### config.mk
export PLATFORM = sky130hd
export DESIGN_NAME = adc_pwr_seq
export DESIGN_NICKNAME = d
export VERILOG_FILES = /design/src/rtl/adc_seq_pkg.sv /design/src/rtl/adc_seq_shifter.sv /design/src/rtl/adc_seq_picker.sv /design/src/rtl/adc_seq_timer.sv /design/src/rtl/adc_pwr_seq.sv
export SDC_FILE = /design/constraint.sdc
export NUM_CORES = 1
export LEC_CHECK = 0
export ABC_CLOCK_PERIOD_IN_PS = 4050
export BUFFER_PORTS_ARGS = -buffer_cell sky130_fd_sc_hd__buf_4
export CAP_MARGIN = 20
export CORE_ASPECT_RATIO = 0.6
export CORE_MARGIN = 2
export CORE_UTILIZATION = 40
export CTS_CLUSTER_SIZE = 10
export DETAILED_ROUTE_END_ITERATION = 10
export MAX_ROUTING_LAYER = met4
export SYNTH_ARGS = -nofsm -noshare
export SYNTH_HDL_FRONTEND = slang
export SYNTH_SLANG_ARGS = --single-unit
### constraint.sdc
create_clock -name clk_i -period 4.05 [get_ports clk_i]
set_input_delay 1.0125 -clock clk_i [delete_from_list [all_inputs] [get_ports clk_i]]
set_output_delay 1.0125 -clock clk_i [all_outputs]
set_load 0.005 [all_outputs]
### src/rtl/adc_seq_pkg.sv
package adc_seq_pkg;

  typedef enum logic [1:0] {
    S_IDLE,
    S_LAUNCH,
    S_RUN,
    S_WAIT
  } seq_state_e;

  typedef enum logic [1:0] {
    PH_WAKE,
    PH_IDLE,
    PH_CONV
  } seq_phase_e;

  typedef enum logic [1:0] {
    PD_FULL = 2'b00,
    PD_FAST = 2'b01,
    PD_ON   = 2'b11
  } pd_code_e;

  // start | channel | unipolar single-ended | power code
  function automatic logic [7:0] make_ctrl(input logic [2:0] ch, input pd_code_e pd);
    return {1'b1, ch, 2'b11, pd};
  endfunction

endpackage

### src/rtl/adc_seq_shifter.sv
module adc_seq_shifter #(
  parameter int CNT_W     = 16,
  parameter int RES_W     = 10,
  parameter int CAP_FIRST = 9
) (
  input  logic             clk_i,
  input  logic             rst_ni,
  input  logic             start_i,
  input  logic [7:0]       byte_i,
  input  logic [CNT_W-1:0] len_i,
  input  logic             sdi_i,
  output logic             sclk_o,
  output logic             sdo_o,
  output logic             done_o,
  output logic [RES_W-1:0] res_o
);
  localparam int CAP_LAST = CAP_FIRST + RES_W - 1;

  logic             run_q, ph_q, done_q;
  logic [CNT_W-1:0] k_q, len_q;
  logic [7:0]       sh_q;
  logic [RES_W-1:0] res_q;

  always_ff @(posedge clk_i or negedge rst_ni) begin
    if (!rst_ni) begin
      run_q  <= 1'b0;
      ph_q   <= 1'b0;
      done_q <= 1'b0;
      k_q    <= '0;
      len_q  <= '0;
      sh_q   <= '0;
      res_q  <= '0;
    end else begin
      done_q <= 1'b0;
      if (start_i) begin
        run_q <= 1'b1;
        ph_q  <= 1'b0;
        k_q   <= '0;
        len_q <= len_i;
        sh_q  <= byte_i;
      end else if (run_q) begin
        if (!ph_q) begin
          ph_q <= 1'b1;
        end else begin
          ph_q <= 1'b0;
          sh_q <= {sh_q[6:0], 1'b0};
          if (k_q >= CNT_W'(CAP_FIRST) && k_q <= CNT_W'(CAP_LAST))
            res_q <= {res_q[RES_W-2:0], sdi_i};
          if (k_q == len_q - CNT_W'(1)) begin
            run_q  <= 1'b0;
            done_q <= 1'b1;
          end else begin
            k_q <= k_q + CNT_W'(1);
          end
        end
      end
    end
  end

  assign sclk_o = run_q & ph_q;
  assign sdo_o  = run_q & sh_q[7];
  assign done_o = done_q;
  assign res_o  = res_q;

endmodule

### src/rtl/adc_seq_picker.sv
module adc_seq_picker #(
  parameter  int NUM_CH = 8,
  localparam int CH_W   = $clog2(NUM_CH)
) (
  input  logic [NUM_CH-1:0] mask_i,
  input  logic [CH_W:0]     from_i,
  output logic [CH_W-1:0]   idx_o,
  output logic              last_o
);
  logic [CH_W-1:0] sel;
  logic            none_above;

  // lowest enabled channel at or above from_i
  always_comb begin
    sel = '0;
    for (int i = NUM_CH - 1; i >= 0; i--) begin
      if (mask_i[i] && (CH_W+1)'(i) >= from_i) sel = CH_W'(i);
    end
  end

  always_comb begin
    none_above = 1'b1;
    for (int i = 0; i < NUM_CH; i++) begin
      if (mask_i[i] && CH_W'(i) > sel) none_above = 1'b0;
    end
  end

  assign idx_o  = sel;
  assign last_o = none_above;

endmodule

### src/rtl/adc_seq_timer.sv
module adc_seq_timer #(
  parameter int CNT_W = 16
) (
  input  logic             clk_i,
  input  logic             rst_ni,
  input  logic             load_i,
  input  logic [CNT_W-1:0] val_i,
  output logic             zero_o
);
  logic [CNT_W-1:0] cnt_q;

  always_ff @(posedge clk_i or negedge rst_ni) begin
    if (!rst_ni)              cnt_q <= '0;
    else if (load_i)          cnt_q <= val_i;
    else if (cnt_q != '0)     cnt_q <= cnt_q - CNT_W'(1);
  end

  assign zero_o = (cnt_q == '0);

endmodule

### src/rtl/adc_pwr_seq.sv
module adc_pwr_seq
  import adc_seq_pkg::*;
#(
  parameter  int NUM_CH    = 8,
  parameter  int RES_W     = 10,
  parameter  int CNT_W     = 16,
  parameter  int FRAME_LEN = 24,
  parameter  int CAP_FIRST = 9,
  localparam int CH_W      = $clog2(NUM_CH)
) (
  input  logic              clk_i,
  input  logic              rst_ni,
  input  logic              trigger_i,
  input  logic              wait_mode_i,
  input  logic [CNT_W-1:0]  settle_i,
  input  logic [NUM_CH-1:0] chan_en_i,
  input  logic              ovr_clr_i,
  input  logic              sdi_i,
  output logic              sclk_o,
  output logic              sdo_o,
  output logic              cs_no,
  output logic              res_valid_o,
  output logic [RES_W-1:0]  res_data_o,
  output logic [CH_W-1:0]   res_chan_o,
  output logic              overrun_o
);

  seq_state_e        state_q;
  seq_phase_e        phase_q;
  logic [CH_W-1:0]   cur_q;
  logic              last_q;
  logic [NUM_CH-1:0] mask_q;
  logic              mode_q;
  logic [CNT_W-1:0]  settle_q;
  logic [7:0]        byte_q;
  logic [CNT_W-1:0]  len_q;

  logic              eng_done;
  logic [RES_W-1:0]  eng_res;
  logic              tmr_zero, tmr_load;
  logic [CH_W:0]     pick_from;
  logic [CH_W-1:0]   pick_idx;
  logic              pick_last;
  logic              conv_go, frame_end, busy;

  assign busy      = (state_q != S_IDLE);
  assign frame_end = (state_q == S_RUN) && eng_done;
  assign pick_from = (phase_q == PH_CONV) ? (CH_W+1)'(cur_q) + 1'b1 : '0;
  assign tmr_load  = frame_end && phase_q == PH_WAKE && !mode_q;

  always_comb begin
    conv_go = 1'b0;
    if (state_q == S_WAIT && tmr_zero) conv_go = 1'b1;
    if (frame_end) begin
      case (phase_q)
        PH_WAKE: conv_go = mode_q && settle_q == '0;
        PH_IDLE: conv_go = 1'b1;
        PH_CONV: conv_go = !last_q;
        default: conv_go = 1'b0;
      endcase
    end
  end

  adc_seq_shifter #(
    .CNT_W(CNT_W), .RES_W(RES_W), .CAP_FIRST(CAP_FIRST)
  ) u_shift (
    .clk_i  (clk_i),
    .rst_ni (rst_ni),
    .start_i(state_q == S_LAUNCH),
    .byte_i (byte_q),
    .len_i  (len_q),
    .sdi_i  (sdi_i),
    .sclk_o (sclk_o),
    .sdo_o  (sdo_o),
    .done_o (eng_done),
    .res_o  (eng_res)
  );

  adc_seq_picker #(.NUM_CH(NUM_CH)) u_pick (
    .mask_i(mask_q),
    .from_i(pick_from),
    .idx_o (pick_idx),
    .last_o(pick_last)
  );

  adc_seq_timer #(.CNT_W(CNT_W)) u_tmr (
    .clk_i (clk_i),
    .rst_ni(rst_ni),
    .load_i(tmr_load),
    .val_i (settle_q),
    .zero_o(tmr_zero)
  );

  always_ff @(posedge clk_i or negedge rst_ni) begin
    if (!rst_ni) begin
      state_q  <= S_IDLE;
      phase_q  <= PH_WAKE;
      cur_q    <= '0;
      last_q   <= 1'b0;
      mask_q   <= '0;
      mode_q   <= 1'b0;
      settle_q <= '0;
      byte_q   <= '0;
      len_q    <= '0;
    end else if (conv_go) begin
      cur_q   <= pick_idx;
      last_q  <= pick_last;
      byte_q  <= make_ctrl(pick_idx, pick_last ? (mode_q ? PD_FAST : PD_FULL) : PD_ON);
      len_q   <= CNT_W'(FRAME_LEN);
      phase_q <= PH_CONV;
      state_q <= S_LAUNCH;
    end else begin
      case (state_q)
        S_IDLE: begin
          if (trigger_i && |chan_en_i) begin
            mask_q   <= chan_en_i;
            mode_q   <= wait_mode_i;
            settle_q <= settle_i;
            byte_q   <= make_ctrl(3'd0, wait_mode_i ? PD_ON : PD_FAST);
            len_q    <= CNT_W'(FRAME_LEN);
            phase_q  <= PH_WAKE;
            state_q  <= S_LAUNCH;
          end
        end
        S_LAUNCH: state_q <= S_RUN;
        S_RUN: begin
          if (eng_done) begin
            if (phase_q == PH_WAKE) begin
              if (!mode_q) begin
                state_q <= S_WAIT;
              end else begin
                // idle pulses reuse the shifter with an all-zero byte
                phase_q <= PH_IDLE;
                byte_q  <= '0;
                len_q   <= settle_q;
                state_q <= S_LAUNCH;
              end
            end else if (phase_q == PH_CONV) begin
              state_q <= S_IDLE;
            end
          end
        end
        default: ;
      endcase
    end
  end

  always_ff @(posedge clk_i or negedge rst_ni) begin
    if (!rst_ni) begin
      res_valid_o <= 1'b0;
      res_data_o  <= '0;
      res_chan_o  <= '0;
    end else begin
      res_valid_o <= frame_end && phase_q == PH_CONV;
      if (frame_end && phase_q == PH_CONV) begin
        res_data_o <= eng_res;
        res_chan_o <= cur_q;
      end
    end
  end

  always_ff @(posedge clk_i or negedge rst_ni) begin
    if (!rst_ni)                overrun_o <= 1'b0;
    else if (trigger_i && busy) overrun_o <= 1'b1;
    else if (ovr_clr_i)         overrun_o <= 1'b0;
  end

  assign cs_no = !busy;

endmodule

Word level (Yosys, flattened, before mapping). Index checks and enable logic that the tools add are counted.

Input bits: 30. Output and inout port bits: 18. Flip-flop bits (word level): 141.

Muxes and demuxes: 70. Bitwise logic cells: 4. Reduce and logical (&&, ||, !) cells: 47. Equality and inequality tests: 12. Add/sub/neg operators: 4. $lt $le $gt $ge: 18.

Operators by type and width (number): $mux 16 (11); $mux 8 (8); $logic_not 16->1 (2); $pmux 16 s2 (1); $sub 16x1->16 const B (2); $mux 2 (13); $logic_and 1x1->1 (25); $mux 1 (24); $mux 3 (8); $add 16x1->16 const B (1); $eq 16x16->1 (1); $ge 16x4->1 const B (1); $ge 3x4->1 const A (4); $le 16x5->1 const B (1); $pmux 8 s2 (1); $reduce_bool 16->1 (1); $gt 3x3->1 const A (4); $reduce_bool 2->1 (5); $ge 1x4->1 const A (2); $ge 2x4->1 const A (2); $reduce_and 4->1 (2); $reduce_or 8->1 (1); $eq 2x2->1 const B (3); $gt 1x3->1 const A (2); 20 further kinds (30).

Logic depth before layout (Yosys ltp). Gate-level depths: netlist (run 1).

Word-level depth: 24. Mapped depth: 13. Gate-level depth less buffers: 10.

By module. A second synthesis (run 1) with hierarchy kept.

Cell total of the unflattened synthesis: 719. Area, all modules: 7285.7 um2.

Modules (own cells, without submodules): adc_pwr_seq (cells each 267, area each 3093.0 um2, instances 1); adc_seq_shifter (cells each 305, area each 2967.8 um2, instances 1); adc_seq_timer (cells each 104, area each 959.7 um2, instances 1); adc_seq_picker (cells each 43, area each 265.3 um2, instances 1).

Worst setup path before layout (run 1). OpenSTA, ideal clock, no wires.

Path kind: reg2reg. Start point: register u_shift.len_q[0]. End point: register u_shift.k_q[5]. Arrival: 2.838 ns. Path slack: 1.087 ns. Cell stages (with the launch flop): 14. Buffers on the path: 3. Cells stage by stage: dfrtp_1 -> inv_1 -> ha_1 -> or4b_1 -> clkbuf_2 -> or4_1 -> o311ai_1 -> nor2_1 -> and4bb_1 -> and2_4 -> buf_8 -> buf_12 -> nor2_2 -> mux2_4.

Word-level cells in the longest chain between the ends: 4.

RTL lines: start, declared (RTL line adc_seq_shifter.sv:20) `logic [CNT_W-1:0] k_q, len_q;`; start signal, assigned (RTL line adc_seq_shifter.sv:39) `len_q <= len_i;`; $sub 16x1->16 (RTL line adc_seq_shifter.sv:49) `if (k_q == len_q - CNT_W'(1)) begin`; $eq 16x16->1 (RTL line adc_seq_shifter.sv:49); $ne 2x1->1 (no line); $reduce_and 3->1 (no line); end signal, assigned (RTL line adc_seq_shifter.sv:53) `k_q <= k_q + CNT_W'(1);`; end, declared (RTL line adc_seq_shifter.sv:20).

No other way between the ends. A chain may end at the register's enable or synchronous reset.

Final worst setup path (run 1).
Start point: register u_tmr.cnt_q[0]. End point: register mode_q.

Word-level cells in the longest chain between the ends: 6.

RTL lines: start, declared (RTL line adc_seq_timer.sv:10) `logic [CNT_W-1:0] cnt_q;`; start signal, assigned (RTL line adc_seq_timer.sv:14) `else if (load_i) cnt_q <= val_i;`; start signal, assigned (RTL line adc_seq_timer.sv:15) `else if (cnt_q != '0) cnt_q <= cnt_q - CNT_W'(1);`; $logic_not 16->1 (RTL line adc_seq_timer.sv:18) `assign zero_o = (cnt_q == '0);`; $logic_and 1x1->1 (RTL line adc_pwr_seq.sv:53) `if (state_q == S_WAIT && tmr_zero) conv_go = 1'b1;`; $mux 1 (RTL line adc_pwr_seq.sv:53); $mux 1 (RTL line adc_pwr_seq.sv:54) `if (frame_end) begin`; $not 1->1 (no line); $reduce_and 3->1 (no line); end signal, assigned (RTL line adc_pwr_seq.sv:117) `mode_q <= wait_mode_i;`; end, declared (RTL line adc_pwr_seq.sv:33) `logic mode_q;`.

No other way between the ends.

==> results of run 1 <==
## registers in the layout, summed over array words and instances (netlist names), 6 cells and up
signal         flops
u_tmr.cnt_q       16
len_q             16
byte_q             6
res_data_o        10
mask_q             8
u_shift.k_q       16
u_shift.len_q     16
u_shift.sh_q       8
settle_q          16
u_shift.res_o     10
## metrics by stage
stage	area, sq um	setup WS, ns	util [%]
6_report	8099	0.6989	47.41
5_1_grt	8099	0.4618	47.41
4_1_cts	8099	0.6863	47.41
3_5_place_dp	7522	0.7333	44.03
3_3_place_gp	7522	0.7638	44.03
2_1_floorplan	6973	1.087	-
## cells by family (layout without fill, tap and decap cells)
logic type,count (synthesis),count (layout),share of synthesized area (%)
AO/OA/AOI/OAI,144,144,13.35
XOR/XNOR,32,32,4.019
flip-flops,139,139,49.88
multiplexers,59,59,9.492
adder cells (fa/ha/maj),11,11,1.974
buffers and inverters,71,124,4.414
AND/OR/NAND/NOR,229,229,16.87
## per-layer routing
| layer | global-route usage, % | vias up | share of wire [%] |
|---|---|---|---|
| li1 | - | 2522 | - |
| met1 | 27.47 | 2624 | 52 |
| met2 | 27.64 | 135 | 42 |
| met3 | 3.612 | 17 | 5.0 |
| met4 | 5.462 | 0 | 0.75 |
| met5 | - | - | 0 |
## Yosys cell counts (6+ instances only)
| cell | n | area, sq um |
|---|---|---|
| a21oi_1 | 34 | 170.2 |
| a22o_1 | 15 | 131.4 |
| a31oi_1 | 10 | 62.56 |
| clkbuf_1 | 27 | 101.4 |
| dfrtp_1 | 139 | 3478 |
| ha_1 | 11 | 137.6 |
| inv_1 | 38 | 142.6 |
| mux2_2 | 53 | 596.8 |
| nand2_1 | 70 | 262.8 |
| nand2b_1 | 6 | 37.54 |
| nand3_1 | 8 | 40.04 |
| nand4_1 | 8 | 50.05 |
| nor2_1 | 47 | 176.4 |
| nor3_1 | 16 | 80.08 |
| nor4_1 | 20 | 125.1 |
| o21ai_0 | 37 | 185.2 |
| o22ai_1 | 6 | 37.54 |
| o31ai_1 | 7 | 52.55 |
| or2_2 | 6 | 37.54 |
| or4_1 | 8 | 60.06 |
| xnor2_1 | 21 | 183.9 |
| xor2_1 | 11 | 96.34 |
## worst min-delay path by stage
stage                      start             to  depth (start not counted)
finish                 byte_q[5]      byte_q[5]                          2
global route        u_shift.ph_q  u_shift.run_q                          1
CTS                       last_q         last_q                          2
detailed placement        last_q         last_q                          2
global placement       byte_q[6]      byte_q[6]                          2
floorplan                 last_q         last_q                          2
## final cells by class
cell class	count	area [sq um]
fill	1605	8984
sequential	139	3478
multi-input combinational	475	3187
clock buffer	17	425.4
timing repair buffer	54	421.7
tap	234	292.8
clock inverter	15	151.4
inverter	38	142.6
## power breakdown
part / total, mW / switching, mW / internal (mW)
Combinational: 0.0654 / 0.0365 / 0.0289
Sequential: 1.40 / 0.00386 / 1.39
Clock: 1.51 / 0.687 / 0.820
Total: 2.97 / 0.727 / 2.24
## worst reg2reg max path, cell delays in order (launching register included)
cell	delay, ns
dfrtp_1	0.34
inv_1	0.06
ha_1	0.23
nand4b_1	0.13
or2_2	0.16
nor3_2	0.05
buf_4	0.17
a31oi_1	0.79
and4_1	0.66
buf_4	0.29
mux2_2	0.35
==> results_dict.tcl, run 1 <==
set metrics [dict create \
    overflow 0 \
    grtUsageTotal_pct 19.14 \
    rsz0062_at_grt "false" \
    arrival_ns 3.65 \
    period_share_pct 82.74 \
    synth_edf_count 0 \
    htreeDepth 4 \
    slowest_delay_ns 0.79 \
    required_ns 4.35 \
    postCtsSetupBuffers 0 \
    clockBufferDepth 2 \
    critPathKind "reg -> reg" \
    period_minus_slack_ns 3.351 \
    hp-class "reg -> reg" \
    report.final.slew_viol_count 0 \
    cts_tree "built" \
    peakVddDrop_uv 254.4 \
    cts_root_buf "clkbuf_16" \
    status "finished clean" \
    clkTransAtPathRegs_ns 0.07 \
    vias 5298 \
    cp_top_family "simple AND/OR/NAND/NOR gates" \
    ys.flop_type "dfrtp_1" \
    dr.first_iter.drc_count 312 \
    placed_cells 940 \
    cts_resized 0 \
    drt-pass1-iter-count 5 \
    crit_path_end "mode_q" \
    ys_ff_latch 139 \
    rrSetupSlack_ns 0.70 \
    crit_chain "inv_1, ha_1, nand4b_1, or2_2, nor3_2, buf_4, a31oi_1, and4_1, buf_4, mux2_2" \
    fin_worst_skew_ns 0.01604 \
    rr_endpoint "mode_q" \
    holdBufCountCts 0 \
    worst_setup_path_start_kind "flop" \
    layout_commonest_cell "dfrtp_1" \
    nets 766 \
    diodes 0 \
    end_kind "flop" \
    layout-drive-gt1-share_pct 20.87 \
    cts.sinks 139 \
    area_growth_pct 16.15 \
    cp-startpoint "u_tmr.cnt_q[0]" \
    grt_max_degree 89 \
    post_drt_wl_per_cell_um 16.62 \
    reg2reg_from "u_tmr.cnt_q[0]" \
    p_leak_nw 3.751 \
    setup_tns_ns 0 \
    seq_area_frac_synth_pct 49.88 \
    reg2reg_depth 10 \
    max-cap-violations 0 \
    dp_hpwl_um 11350 \
    final_cell_mix "139 x dfrtp_1, 70 x nand2_1, 53 x mux2_2" \
    die_x_um 174.5 \
    ys_types 69 \
    antenna_found_initial 0 \
    ys_warn_count 0 \
    worstPathMaxFanout 15 \
    gp_congestion 0.8941 \
    setup_viol 0 \
    synth_nets 726 \
    drtAntennaViolNets 0 \
    whs_ns 0.4898 \
    final_cells 972 \
    tightest_slew_ns 1.043 \
    relSlewSlack_pct 30.12 \
    drc 0 \
    clock.fmax_ghz 0.2984 \
    async_flop_share_pct 100.0 \
    die_h_um 106.3 \
    grt_pass1_wl_um 27450 \
    io_buffers 47 \
    fp-row-count 37 \
    finalPower_mw 2.971 \
    start_util_pct 40.82 \
    syn_avg_cell_area_sq_um 10.18 \
    core_sq_mm 0.01708 \
    first_global_vias 5372 \
    synth_area_sq_mm 0.006973 \
    ios 48 \
    pwr_density_cell_mw_per_mm2 366.8 \
    clock_latency_ns 0.42 \
    dieArea_sq_mm 0.01854 \
    cts_buffers 17 \
    hold_violations 0 \
    syn-instance-count 685 \
    crit_top_cell "buf_4" \
    slowest_stage "a31oi_1" \
    vias_per_cell 5.451 \
    finalWirelength_um 16150 \
    critPathBufInv 3 \
    crit_cells 10 \
]
Power figures use the tool's default switching activity.
==> run 2: changes to the inputs <==
--- a/config.mk
+++ b/config.mk
@@ -5,7 +5,7 @@
 export SDC_FILE = /design/constraint.sdc
 export NUM_CORES = 1
 export LEC_CHECK = 0
-export ABC_CLOCK_PERIOD_IN_PS = 4050
+export ABC_CLOCK_PERIOD_IN_PS = 3100
 export BUFFER_PORTS_ARGS = -buffer_cell sky130_fd_sc_hd__buf_4
 export CAP_MARGIN = 20
 export CORE_ASPECT_RATIO = 0.6
==> constraint.sdc (replaced) <==
create_clock -name clk_i -period 3.1 [get_ports clk_i]
set_input_delay 0.775 -clock clk_i [delete_from_list [all_inputs] [get_ports clk_i]]
set_output_delay 0.775 -clock clk_i [all_outputs]
set_load 0.005 [all_outputs]
==> run 2 against run 1 <==
  * Hold slack worse by 0.14 ns
  * Combinational power is 31% higher
  * Count of clock-buffer cells in the layout stayed put
  * Power is 34% higher
  * Critical path depth is 1 higher
  * Non-clock buffer count is 21 higher
  * Design area is 2.9% higher
  * Largest cell class unchanged
==> results_dict.tcl, run 2 (synthesis gave the netlist of run 1 again) <==
set metrics [dict create \
    status "finished clean" \
    placed_area_sq_mm 0.007670 \
    nets 788 \
    fp-row-count 37 \
    post_drt_wl_per_cell_um 16.76 \
    vias_per_cell 5.441 \
    period_share_pct 97.18 \
    ios 48 \
    end_kind "flop" \
    relSlewSlack_pct 49.99 \
    cts_buffers 17 \
    met3_length_um 803 \
    first_global_vias 5480 \
    max-cap-violations 0 \
    cts.sinks 139 \
    clock.fmax_ghz 0.3319 \
    report.final.slew_viol_count 0 \
    layout-drive-gt1-share_pct 24.34 \
    fin_area_sq_mm 0.008337 \
    gp_congestion 0.8844 \
    arrival_ns 3.31 \
    required_ns 3.40 \
    antenna_found_initial 0 \
    drt-pass1-iter-count 5 \
    worst_setup_path_start_kind "flop" \
    clockBufferDepth 2 \
    worstPathMaxFanout 8 \
    dr.first_iter.drc_count 350 \
    fillers 1571 \
    cts_root_buf "clkbuf_16" \
    final_cell_mix "139 x dfrtp_1, 72 x buf_4, 70 x nand2_1" \
    top_layer "met4" \
    grt_pass1_wl_um 28120 \
    core_sq_mm 0.01708 \
    wl_met2_um 7374 \
    hold_violations 0 \
    p_leak_nw 3.895 \
    clkTransAtPathRegs_ns 0.07 \
    grtUsageTotal_pct 19.63 \
    period_minus_slack_ns 3.013 \
    drtAntennaViolNets 0 \
    holdBufCountCts 0 \
    htreeDepth 4 \
    finalPower_mw 3.974 \
    finalWirelength_um 16660 \
    hp-class "in -> async" \
    critPathKind "reg -> reg" \
    setup_viol 0 \
    grt_max_degree 64 \
    fin_worst_skew_ns 0.01311 \
    layout_commonest_cell "dfrtp_1" \
    whs_ns 0.3463 \
    io_buffers 47 \
    dieArea_sq_mm 0.01854 \
    die_x_um 174.5 \
    tightest_slew_ns 0.7502 \
    peakVddDrop_uv 339.4 \
    area_growth_pct 19.56 \
    drc 0 \
    wl_met1_um 8372 \
    die_h_um 106.3 \
    diodes 0 \
    start_util_pct 40.82 \
    pwr_density_cell_mw_per_mm2 476.6 \
    vias 5408 \
    clock_latency_ns 0.42 \
    cts_tree "built" \
    dp_hpwl_um 11700 \
    overflow 0 \
]
==> run 2: cell types whose count changed in the layout (fill, tap and decap cells not counted), moves of 2 or more <==
cell      before  now
inv_1         38   36
a21oi_1       34   31
a21oi_2        0    3
buf_4         52   72
inv_2          0    2
clkinv_4       0    2
==> run 2: metrics by stage <==
stage / setup TNS [ns] / setup WS (ns) / cells / utilization, %
2_1_floorplan: 0 / 0.1369 / 685 / -
3_3_place_gp: 0 / 0.07196 / 958 / 44.90
3_5_place_dp: -0.2575 / -0.07085 / 958 / 44.90
4_1_cts: 0 / 0.003097 / 990 / 48.44
5_1_grt: -0.1126 / -0.02961 / 994 / 48.80
6_report: 0 / 0.08742 / 994 / 48.80
==> run 2: layer usage <==
layer	global-route usage, %	vias to the layer above
met4	5.102	0
met5	-	-
met2	29.02	112
li1	-	2579
met1	27.94	2705
met3	3.505	12
==> run 2: timing repair <==
action                                  4_1_cts  5_1_grt
pin swaps                                     0        4
buffers inserted                              0        3
hold endpoints to repair                      0        0
gates cloned                                  0        1
gates resized for setup                       1        9
endpoints found under the setup margin       12       18
==> run 2: power by group <==
part	switching, mW	internal [mW]	leakage [nW]	total, mW
clock network	0.909	1.15	0.288	2.06
logic	0.0470	0.0386	1.82	0.0856
registers	0.00532	1.82	1.79	1.83
total	0.961	3.01	3.89	3.97
==> run 2: cell type report <==
cell class / count / area [sq um] / share of cell area, %
clock buffer: 17 / 425.4 / 5.103
clock inverter: 15 / 175.2 / 2.101
inverter: 38 / 142.6 / 1.711
multi-input combinational: 476 / 3231 / 38.75
sequential: 139 / 3478 / 41.72
tap: 234 / 292.8 / 3.512
timing repair buffer: 75 / 591.8 / 7.099
==> run 2: final timing paths <==
kind / end / slack [ns] / cells after the start / start
worst min register to register: byte_q[4] / 0.48 / 2 / byte_q[4]
worst min-delay path: mask_q[7] / 0.35 / 1 / rst_ni
worst max register to register: u_shift.k_q[5] / 0.09 / 11 / u_shift.len_q[1]
worst max-delay path: u_shift.k_q[5] / 0.09 / 11 / u_shift.len_q[1]
min in group clk_i: byte_q[4] / 0.48 / 2 / byte_q[4]
max in group asynchronous: u_shift.k_q[6] / 1.95 / 2 / rst_ni
==> run 2: critical path, cell delays in order (launching register included) <==
cell,delay (ns)
dfrtp_1,0.41
inv_2,0.07
ha_2,0.17
or4b_4,0.52
or4_4,0.52
o311ai_1,0.10
nor2_1,0.11
and4bb_1,0.31
and2_4,0.23
buf_4,0.13
nor2_2,0.04
mux2_4,0.29
